[src/rtl/dma_addr_pkg.sv]
package dma_addr_pkg;
  // size code field and widest alignment mask (32-byte beats)
  localparam int SZW = 3;
  localparam int ALW = 5;

  typedef enum logic [SZW-1:0] {
    SZ_1B  = 3'd0,
    SZ_2B  = 3'd1,
    SZ_4B  = 3'd2,
    SZ_16B = 3'd4,
    SZ_32B = 3'd5
  } beat_size_e;

  typedef struct packed {
    logic cfg;
    logic adr;
    logic ofs;
  } err_flags_t;
endpackage

[src/rtl/addr_size_decode.sv]
module addr_size_decode
  import dma_addr_pkg::*;
(
  input  logic [SZW-1:0] code_i,
  output logic [ALW-1:0] low_mask_o,
  output logic           reserved_o
);
  always_comb begin
    reserved_o = 1'b0;
    unique case (code_i)
      SZ_1B:   low_mask_o = 5'b00000;
      SZ_2B:   low_mask_o = 5'b00001;
      SZ_4B:   low_mask_o = 5'b00011;
      SZ_16B:  low_mask_o = 5'b01111;
      SZ_32B:  low_mask_o = 5'b11111;
      default: begin
        low_mask_o = 5'b00000;
        reserved_o = 1'b1;
      end
    endcase
  end
endmodule

[src/rtl/addr_mod_adder.sv]
module addr_mod_adder #(
  parameter int AW   = 32,
  parameter int MODW = 5
) (
  input  logic [AW-1:0]   cur_i,
  input  logic [AW-1:0]   off_i,
  input  logic [MODW-1:0] mod_i,
  output logic [AW-1:0]   nxt_o
);
  logic [AW-1:0] raw;
  logic [AW-1:0] keep;

  assign raw = cur_i + off_i;

  // bit i is frozen when a window is active and i lies at or above it
  for (genvar i = 0; i < AW; i++) begin : g_keep
    localparam logic [31:0] IDX = i;
    assign keep[i] = (|mod_i) && (IDX >= 32'(mod_i));
  end

  assign nxt_o = (cur_i & keep) | (raw & ~keep);
endmodule

[src/rtl/addr_err_track.sv]
module addr_err_track
  import dma_addr_pkg::*;
(
  input  logic       clk,
  input  logic       rst,
  input  logic       clr_i,
  input  err_flags_t det_i,
  output err_flags_t flags_o
);
  always_ff @(posedge clk) begin
    if (rst)        flags_o <= '0;
    else if (clr_i) flags_o <= det_i;
    else            flags_o <= flags_o | det_i;
  end

  AST_CFG_STICKY: assert property (@(posedge clk) disable iff (rst)
    (flags_o.cfg && !clr_i) |=> flags_o.cfg);
  AST_ADR_STICKY: assert property (@(posedge clk) disable iff (rst)
    (flags_o.adr && !clr_i) |=> flags_o.adr);
  AST_CLR_NEW: assert property (@(posedge clk) disable iff (rst)
    (clr_i && det_i == '0) |=> (flags_o == '0));
endmodule

[src/rtl/dma_addr_step.sv]
module dma_addr_step
  import dma_addr_pkg::*;
#(
  parameter int AW   = 32,
  parameter int OFFW = 16,
  parameter int MINW = 20,
  parameter int MODW = 5
) (
  input  logic            clk,
  input  logic            rst,
  input  logic            load_i,
  input  logic [AW-1:0]   load_addr_i,
  input  logic            beat_i,
  input  logic            minor_i,
  input  logic            major_i,
  input  logic [OFFW-1:0] beat_off_i,
  input  logic [SZW-1:0]  size_i,
  input  logic [MODW-1:0] mod_i,
  input  logic            minor_en_i,
  input  logic [MINW-1:0] minor_off_i,
  input  logic [AW-1:0]   last_adj_i,
  input  logic            err_clr_i,
  output logic [AW-1:0]   addr_o,
  output logic            cfg_err_o,
  output logic            addr_err_o,
  output logic            off_err_o
);
  localparam int OEXT = AW - OFFW;
  localparam int MEXT = AW - MINW;

  logic [ALW-1:0] low_mask;
  logic           size_rsv;
  logic           any_evt;
  err_flags_t     det, flags_q;
  logic           blocked;
  logic [AW-1:0]  beat_ext, minor_ext, adj;
  logic [AW-1:0]  step1_full, step1, step2;
  logic [AW-1:0]  addr_q;

  addr_size_decode u_size (
    .code_i     (size_i),
    .low_mask_o (low_mask),
    .reserved_o (size_rsv)
  );

  assign any_evt = !load_i && (beat_i || minor_i || major_i);

  assign det.cfg = any_evt && size_rsv;
  assign det.adr = any_evt && |(addr_q[ALW-1:0] & low_mask);
  assign det.ofs = !load_i && beat_i && |(beat_off_i[ALW-1:0] & low_mask);

  addr_err_track u_err (
    .clk     (clk),
    .rst     (rst),
    .clr_i   (err_clr_i),
    .det_i   (det),
    .flags_o (flags_q)
  );

  assign blocked = (flags_q != '0) || (det != '0);

  assign beat_ext  = {{OEXT{beat_off_i[OFFW-1]}}, beat_off_i};
  assign minor_ext = {{MEXT{minor_off_i[MINW-1]}}, minor_off_i};

  // windowed beat step
  addr_mod_adder #(.AW(AW), .MODW(MODW)) u_beat_add (
    .cur_i (addr_q),
    .off_i (beat_ext),
    .mod_i (mod_i),
    .nxt_o (step1_full)
  );

  assign step1 = beat_i ? step1_full : addr_q;

  always_comb begin
    if (major_i)                   adj = last_adj_i;
    else if (minor_i && minor_en_i) adj = minor_ext;
    else                           adj = '0;
  end

  // full-width loop adjustment after the beat step
  addr_mod_adder #(.AW(AW), .MODW(MODW)) u_loop_add (
    .cur_i (step1),
    .off_i (adj),
    .mod_i ('0),
    .nxt_o (step2)
  );

  always_ff @(posedge clk) begin
    if (rst)                      addr_q <= '0;
    else if (load_i)              addr_q <= load_addr_i;
    else if (any_evt && !blocked) addr_q <= step2;
  end

  assign addr_o     = addr_q;
  assign cfg_err_o  = flags_q.cfg;
  assign addr_err_o = flags_q.adr;
  assign off_err_o  = flags_q.ofs;

  AST_LOAD_WINS: assert property (@(posedge clk) disable iff (rst)
    load_i |=> (addr_o == $past(load_addr_i)));
  AST_FROZEN_ON_ERR: assert property (@(posedge clk) disable iff (rst)
    (!load_i && (cfg_err_o || addr_err_o || off_err_o)) |=> $stable(addr_o));
  AST_RSV_FLAGS: assert property (@(posedge clk) disable iff (rst)
    (!load_i && (beat_i || minor_i || major_i) &&
     (size_i == 3'd3 || size_i == 3'd6 || size_i == 3'd7)) |=> cfg_err_o);
  AST_WINDOW_UPPER: assert property (@(posedge clk) disable iff (rst)
    (!load_i && beat_i && !minor_i && !major_i && mod_i != '0) |=>
      (((addr_o ^ $past(addr_o)) >> $past(mod_i)) == '0));
  AST_MINOR_OFF: assert property (@(posedge clk) disable iff (rst)
    (!load_i && !beat_i && !major_i && minor_i && !minor_en_i) |=> $stable(addr_o));
endmodule

[config.mk]
export PLATFORM = sky130hd
export DESIGN_NAME = dma_addr_step
export DESIGN_NICKNAME = d
export VERILOG_FILES = /design/src/rtl/dma_addr_pkg.sv /design/src/rtl/addr_size_decode.sv /design/src/rtl/addr_mod_adder.sv /design/src/rtl/addr_err_track.sv /design/src/rtl/dma_addr_step.sv
export SDC_FILE = /design/constraint.sdc
export NUM_CORES = 1
export LEC_CHECK = 0
export ABC_AREA = 0
export ABC_CLOCK_PERIOD_IN_PS = 5480
export CORE_MARGIN = 1.5
export CORE_UTILIZATION = 50
export CTS_BUF_LIST = sky130_fd_sc_hd__clkbuf_8
export CTS_CLUSTER_DIAMETER = 60
export DETAILED_ROUTE_END_ITERATION = 8
export PLACE_DENSITY_LB_ADDON = 0.05
export SKIP_CTS_REPAIR_TIMING = 1
export SYNTH_ARGS = -nofsm -noshare
export SYNTH_HDL_FRONTEND = slang
export SYNTH_SLANG_ARGS = --single-unit
export TNS_END_PERCENT = 20
[constraint.sdc]
create_clock -name clk -period 5.48 [get_ports clk]
set_input_delay 0.548 -clock clk [delete_from_list [all_inputs] [get_ports clk]]
set_output_delay 0.548 -clock clk [all_outputs]
set_load 0.02 [all_outputs]
==> flow_summary.ini, run 1 <==
[cells_and_area]
regArea_um2 = 701
layout.nets = 1115
num_antenna_cells = 0
final_cell_area_um2 = 7420
fill_cells = 978
final_layout_size_suffix_gt1_share_pct = 5.34
multiInputGateArea_um2 = 4710
synthToLayoutAreaGrowth_pct = 31.1
final_util_pct = 67.8

[placed_design]
portBuffers = 150
gp_congestion = 0.977
place_hpwl_mm = 15.0
place_area_um2 = 7300

[sta]
rsz0062_at_grt = no
fin_skew_ps = 15.9
period_minus_slack_ps = 5160
hold_viol = 0
tns_ps = 0
relSlewSlack_pct = 36.6
maxSlewViolCount = 0
tightest_slew_ps = 947
period_share_pct = 94.2
setup_viol = 0
max_freq_mhz = 194

[clock_network]
cts.htree.levels = 2
cts_root_buffer = clkbuf_8
clk_latency_ps = 330
clock_sinks = 35
clock_path_buffers = 2
path_clk_slew_ps = 90
cts_buffers = 5
cts_tree = built

[power_and_ir_drop]
power.internal_uw = 843
switching_share_pct = 43.2
cellPowerDensity_nw_per_um2 = 200
clkPwrFrac_pct = 18.2
p_leak_uw = 0.00324
ir_drop_mv = 0.139
p_switching_uw = 642
combPwrFrac_pct = 60.7
pwr-share-seq_pct = 21.0
power_uw = 1490

[route]
drt_iter0_drc = 503
drt-total-wl_mm = 19.2
post-route-drc-count = 0
first_pass_iters = 5
avgRoutedWirePerCell_um = 17.8
vias = 6639
drt-vias-per-instance = 6.17
ant_nets = 0

[critical_path]
required_ps = 5690
cp.arrival_ps = 5370
r2r-end = addr_o[23]
crit_path_max_fanout = 6
timing.rr.start = addr_o[0]
crit_chain = clkdlybuf4s50_1 -> ha_1 -> inv_1 -> fa_1 -> nor2b_1 -> o2111ai_1 -> a21oi_2 -> o21a_1 -> o21a_1 -> o21ai_1 -> a21oi_1 -> o31a_1 -> o31ai_1 -> ha_1 -> a21o_1 -> a21oi_1 -> nor2b_1 -> a311o_1 -> or2_1 -> a31o_2 -> a21oi_1 -> xor2_1 -> o22ai_1
slowest_delay_ps = 420
crit_top_cell = a21oi_1
crit_slowest_cell = clkdlybuf4s50_1
end_kind = flop
r2r_cells = 21
critPathCapture = addr_o[23]
crit_type = input pin to flop
cp-start-kind = input pin
critPathLaunch = beat_off_i[0]
r2r_slack_ps = 610

[min_path]
hold_class = flop to flop

[synthesis]
syn_nets = 974
ys_ff_latch = 35
synth_top_area_share_pct = 13.7
async_flop_share_pct = 0
synth_top_area_cell = ha_1
synth.area.top_cells = ha_1 14%, dfxtp_1 12%, a21oi_1 8.6%
synth-seq-area-share_pct = 12.4
yosysWarnings = 0
dominantRegCellSynth = dfxtp_1
ys_types = 72
avgSynthCellArea_um2 = 7.13
synth_edf_count = 0
synth_area_um2 = 5660
synth_cells = 794
ys_top_cells_by_count = 101 x nand2_1, 97 x a21oi_1, 67 x o21ai_0, 62 x ha_1, 39 x nor2_1
synth_most_common_cell = nand2_1

[global_routing]
antenna_found_initial = 0
grt.total_usage_pct = 32.0
grt_max_degree = 34
grt_pass1_vias = 6348
overflow = 0
grt_pass1_wl_mm = 30.1

[run]
cap_viol_max_count = 0

[die]
fp.dieW_um = 109
die_y_um = 109
floorplan.core_area_um2 = 10900
io_pins = 151
initial_utilization_pct = 51.7
die_area_um2 = 12000
rows = 38

[run_status]
status = complete, no violations
-- registers in the layout (all words and copies together), names as in the netlist --
register	count
addr_o	32
u_err.flags_o	3
-- power by group through the flow --
stage	clock [uW]	sequential [uW]	combinational (uW)
6_report	271	313	902
3_3_place_gp	0	317	865
3_5_place_dp	0	318	882
4_1_cts	275	312	890
2_1_floorplan	0	337	572
5_1_grt	284	316	987
-- worst max-delay path, delay by kind of cell --
kind / cells / cell delay [ps]
AO/OA/AOI/OAI: 14 / 2920
adder cells (fa/ha/maj): 3 / 770
buffers and inverters: 2 / 490
AND/OR/NAND/NOR: 3 / 430
XOR/XNOR: 1 / 190
-- cell usage in the layout, fill, tap and decap left out, types with 5 or more instances in the layout --
| cell type | instances |
|---|---|
| o21a_1 | 14 |
| o31ai_1 | 8 |
| nor2_1 | 39 |
| nor2b_1 | 16 |
| dfxtp_1 | 35 |
| o21ai_0 | 67 |
| inv_1 | 22 |
| a22oi_1 | 27 |
| buf_4 | 18 |
| nor4_1 | 6 |
| xnor2_1 | 26 |
| a21oi_1 | 96 |
| and2_1 | 7 |
| nand3b_1 | 5 |
| or3_1 | 5 |
| nor3_1 | 14 |
| a31oi_1 | 8 |
| a211oi_1 | 10 |
| clkdlybuf4s50_1 | 150 |
| nand2_1 | 101 |
| clkbuf_8 | 6 |
| xor2_1 | 23 |
| o21ai_1 | 5 |
| a21o_1 | 38 |
| and3_1 | 8 |
| nand4_1 | 5 |
| ha_1 | 62 |
| nand3_1 | 11 |
| a22o_1 | 20 |
| o22ai_1 | 7 |
-- routing by layer --
layer | wire, um | global-route usage, %
met1 | 8350 | 39.5
met2 | 9150 | 56.9
met3 | 1240 | 5.10
met4 | 438 | 9.65
met5 | 0 | 0
-- cell type report --
class | instances | area share, %
clock buffer | 6 | 1.11
clock inverter | 2 | 0.472
inverter | 22 | 1.11
multi-input combinational | 703 | 63.4
sequential | 35 | 9.44
tap | 140 | 2.36
timing repair buffer | 168 | 22.1
-- stage by stage --
stage	worst slack (ps)	std cells	hold WS, ps
floorplan	947	794	540
CTS	405	1076	480
global route	33.3	1076	494
global placement	147	1068	465
detailed placement	90.4	1068	464
finish	318	1076	476
-- logic make-up after synthesis --
group / count (synthesis) / share of synthesized area [%]
AOI/OAI and AO/OA: 336 / 38.2
and+or+nand+nor: 246 / 21.4
adders and majority gates: 64 / 14.4
buffers and inverters: 56 / 4.49
xor gates and xnor gates: 49 / 7.59
DFF: 35 / 12.4
muxes: 8 / 1.50
-- worst min-delay path by stage --
| stage | start | endpoint | cells past startpoint |
|---|---|---|---|
| floorplan | u_err.flags_o[1] | u_err.flags_o[1] | 2 |
| global placement | u_err.flags_o[1] | u_err.flags_o[1] | 2 |
| detailed placement | u_err.flags_o[1] | u_err.flags_o[1] | 2 |
| CTS | u_err.flags_o[1] | u_err.flags_o[1] | 2 |
| global route | u_err.flags_o[1] | u_err.flags_o[1] | 2 |
| finish | u_err.flags_o[1] | u_err.flags_o[1] | 2 |
(Power assumes the default switching activity.)
==> run 2: changes to the inputs <==
Settings changed: CTS_CLUSTER_SIZE set to 12, DONT_BUFFER_PORTS set to 1.
==> run 2 against run 1 <==
Compared with the run above:
- register-to-register slack lost 210 ps
- clock skew shrank 7.4 ps
- critical endpoint is now addr_o[31]
- clock power shrank 27%
- critical path depth shrank 4
- count of clock-buffer cells in the layout shrank 1
- non-clock buffer count shrank 160
- highest routed layer unchanged
- cell count shrank 15%
- sequential cell count is the same
- critical path type is now flop to flop
==> flow_summary.ini, run 2 (same netlist as run 1, synthesis figures left out) <==
[route]
drt-vias-per-instance = 6.50
ant_nets = 0
drt_iter0_drc = 370
avgRoutedWirePerCell_um = 20.1
first_pass_iters = 5
drt-total-wl_mm = 18.4
post-route-drc-count = 0
vias = 5954

[run]
cap_viol_max_count = 0

[clock_network]
cts_buffers = 5
cts_root_buffer = clkbuf_8
clock_path_buffers = 2
path_clk_slew_ps = 80
clock_sinks = 35
cts.htree.levels = 2
clk_latency_ps = 320
cts_tree = built

[sta]
tightest_slew_ps = 705
setup_viol = 0
relSlewSlack_pct = 52.9
maxSlewViolCount = 0
period_share_pct = 92.7
rsz0062_at_grt = no
period_minus_slack_ps = 5080
tns_ps = 0
max_freq_mhz = 197
hold_viol = 0
fin_skew_ps = 8.55

[critical_path]
r2r_cells = 19
crit_path_max_fanout = 6
cp.arrival_ps = 5270
required_ps = 5670
crit_type = flop to flop
end_kind = flop
cp-start-kind = flop

[global_routing]
antenna_found_initial = 0
grt.total_usage_pct = 30.4
grt_pass1_vias = 5526
grt_pass1_wl_mm = 27.9
overflow = 0
grt_max_degree = 40

[cells_and_area]
largest_reg_flops = 32
final_cell_mix = 101 x nand2_1, 97 x a21oi_1, 67 x o21ai_0
synthToLayoutAreaGrowth_pct = 2.68
layout.nets = 955
layout_commonest_cell = nand2_1
final_layout_size_suffix_gt1_share_pct = 4.77
fill_cells = 1115
num_antenna_cells = 0

[die]
die_y_um = 109
floorplan.core_area_um2 = 10900
initial_utilization_pct = 51.7
rows = 38
die_area_um2 = 12000
io_pins = 151
fp.dieW_um = 109

[power_and_ir_drop]
ir_drop_mv = 0.110
p_leak_uw = 0.00260
power_uw = 1250
cellPowerDensity_nw_per_um2 = 215

[placed_design]
portBuffers = 0
place_hpwl_mm = 14.4
gp_congestion = 0.937

[run_status]
status = complete, no violations

[min_path]
hold_path_depth = 1
hold_class = input pin to flop
-- run 2: cell types whose count changed in the layout (fill, tap and decap cells not counted), sizes merged --
cell / before / now
buf: 18 / 8
bufinv: 1 / 0
clkdlybuf4s50: 150 / 0
clkbuf: 6 / 5
inv: 22 / 24
-- run 2: final timing paths --
kind,startpoint,to,slack [ps]
max,addr_o[0],addr_o[31],400
min,rst,addr_o[24],290
max reg2reg,addr_o[0],addr_o[31],400
min reg2reg,u_err.flags_o[1],u_err.flags_o[1],570
-- run 2: critical path: stages (launching register included) --
cell and delay (ps):
dfxtp_1 530, ha_1 240, inv_1 60, fa_1 430, nor2b_1 190, o2111ai_1 160
a21oi_1 260, o2111a_1 230, o311ai_1 140, a21oi_2 260, a21oi_1 160, nor4_1 310
a211o_1 200, ha_1 290, a21o_1 200, a21o_1 190, and3_2 210, a2111oi_0 590
a21o_1 210, o221ai_1 100
-- run 2: final cells by class --
class	instances	area (um^2)	share of cell area [%]
multi-input combinational	703	4710	81.1
sequential	35	701	12.1
tap	140	175	3.02
inverter	22	82.6	1.42
clock buffer	5	68.8	1.18
timing repair buffer	8	60.1	1.03
clock inverter	3	12.5	0.215
-- run 2: report_power, final --
part | leakage (uW) | switching [uW] | internal, uW
logic | 0.00226 | 404 | 301
clock network | 0.0000505 | 114 | 85.8
registers | 0.000289 | 64.4 | 279
total | 0.00260 | 583 | 666
-- run 2: metrics by stage --
stage | hold slack, ps | worst slack, ps | std cells | cell area [um^2] | util, %
finish | 291 | 400 | 916 | 5810 | 53.1
global placement | 556 | 563 | 908 | 5730 | 52.4
detailed placement | 554 | 482 | 908 | 5730 | 52.4
global route | 269 | 77.1 | 916 | 5810 | 53.1
floorplan | 540 | 947 | 794 | 5660 | -
CTS | 273 | 483 | 916 | 5810 | 53.1
-- run 2: routing by layer --
layer / GRT usage [%] / vias to the layer above / wire length, um
met3: 5.75 / 36 / 1030
met4: 8.53 / 0 / 462
met5: 0 / - / 0
met2: 53.9 / 216 / 8800
met1: 37.2 / 2743 / 8130
li1: - / 2959 / -
==> run 3: changes to the inputs <==
Settings changed: TNS_END_PERCENT 20 to 1.
==> results of run 3 <==
Same layout as run 2: the final DEF is identical, and so are final timing and power.
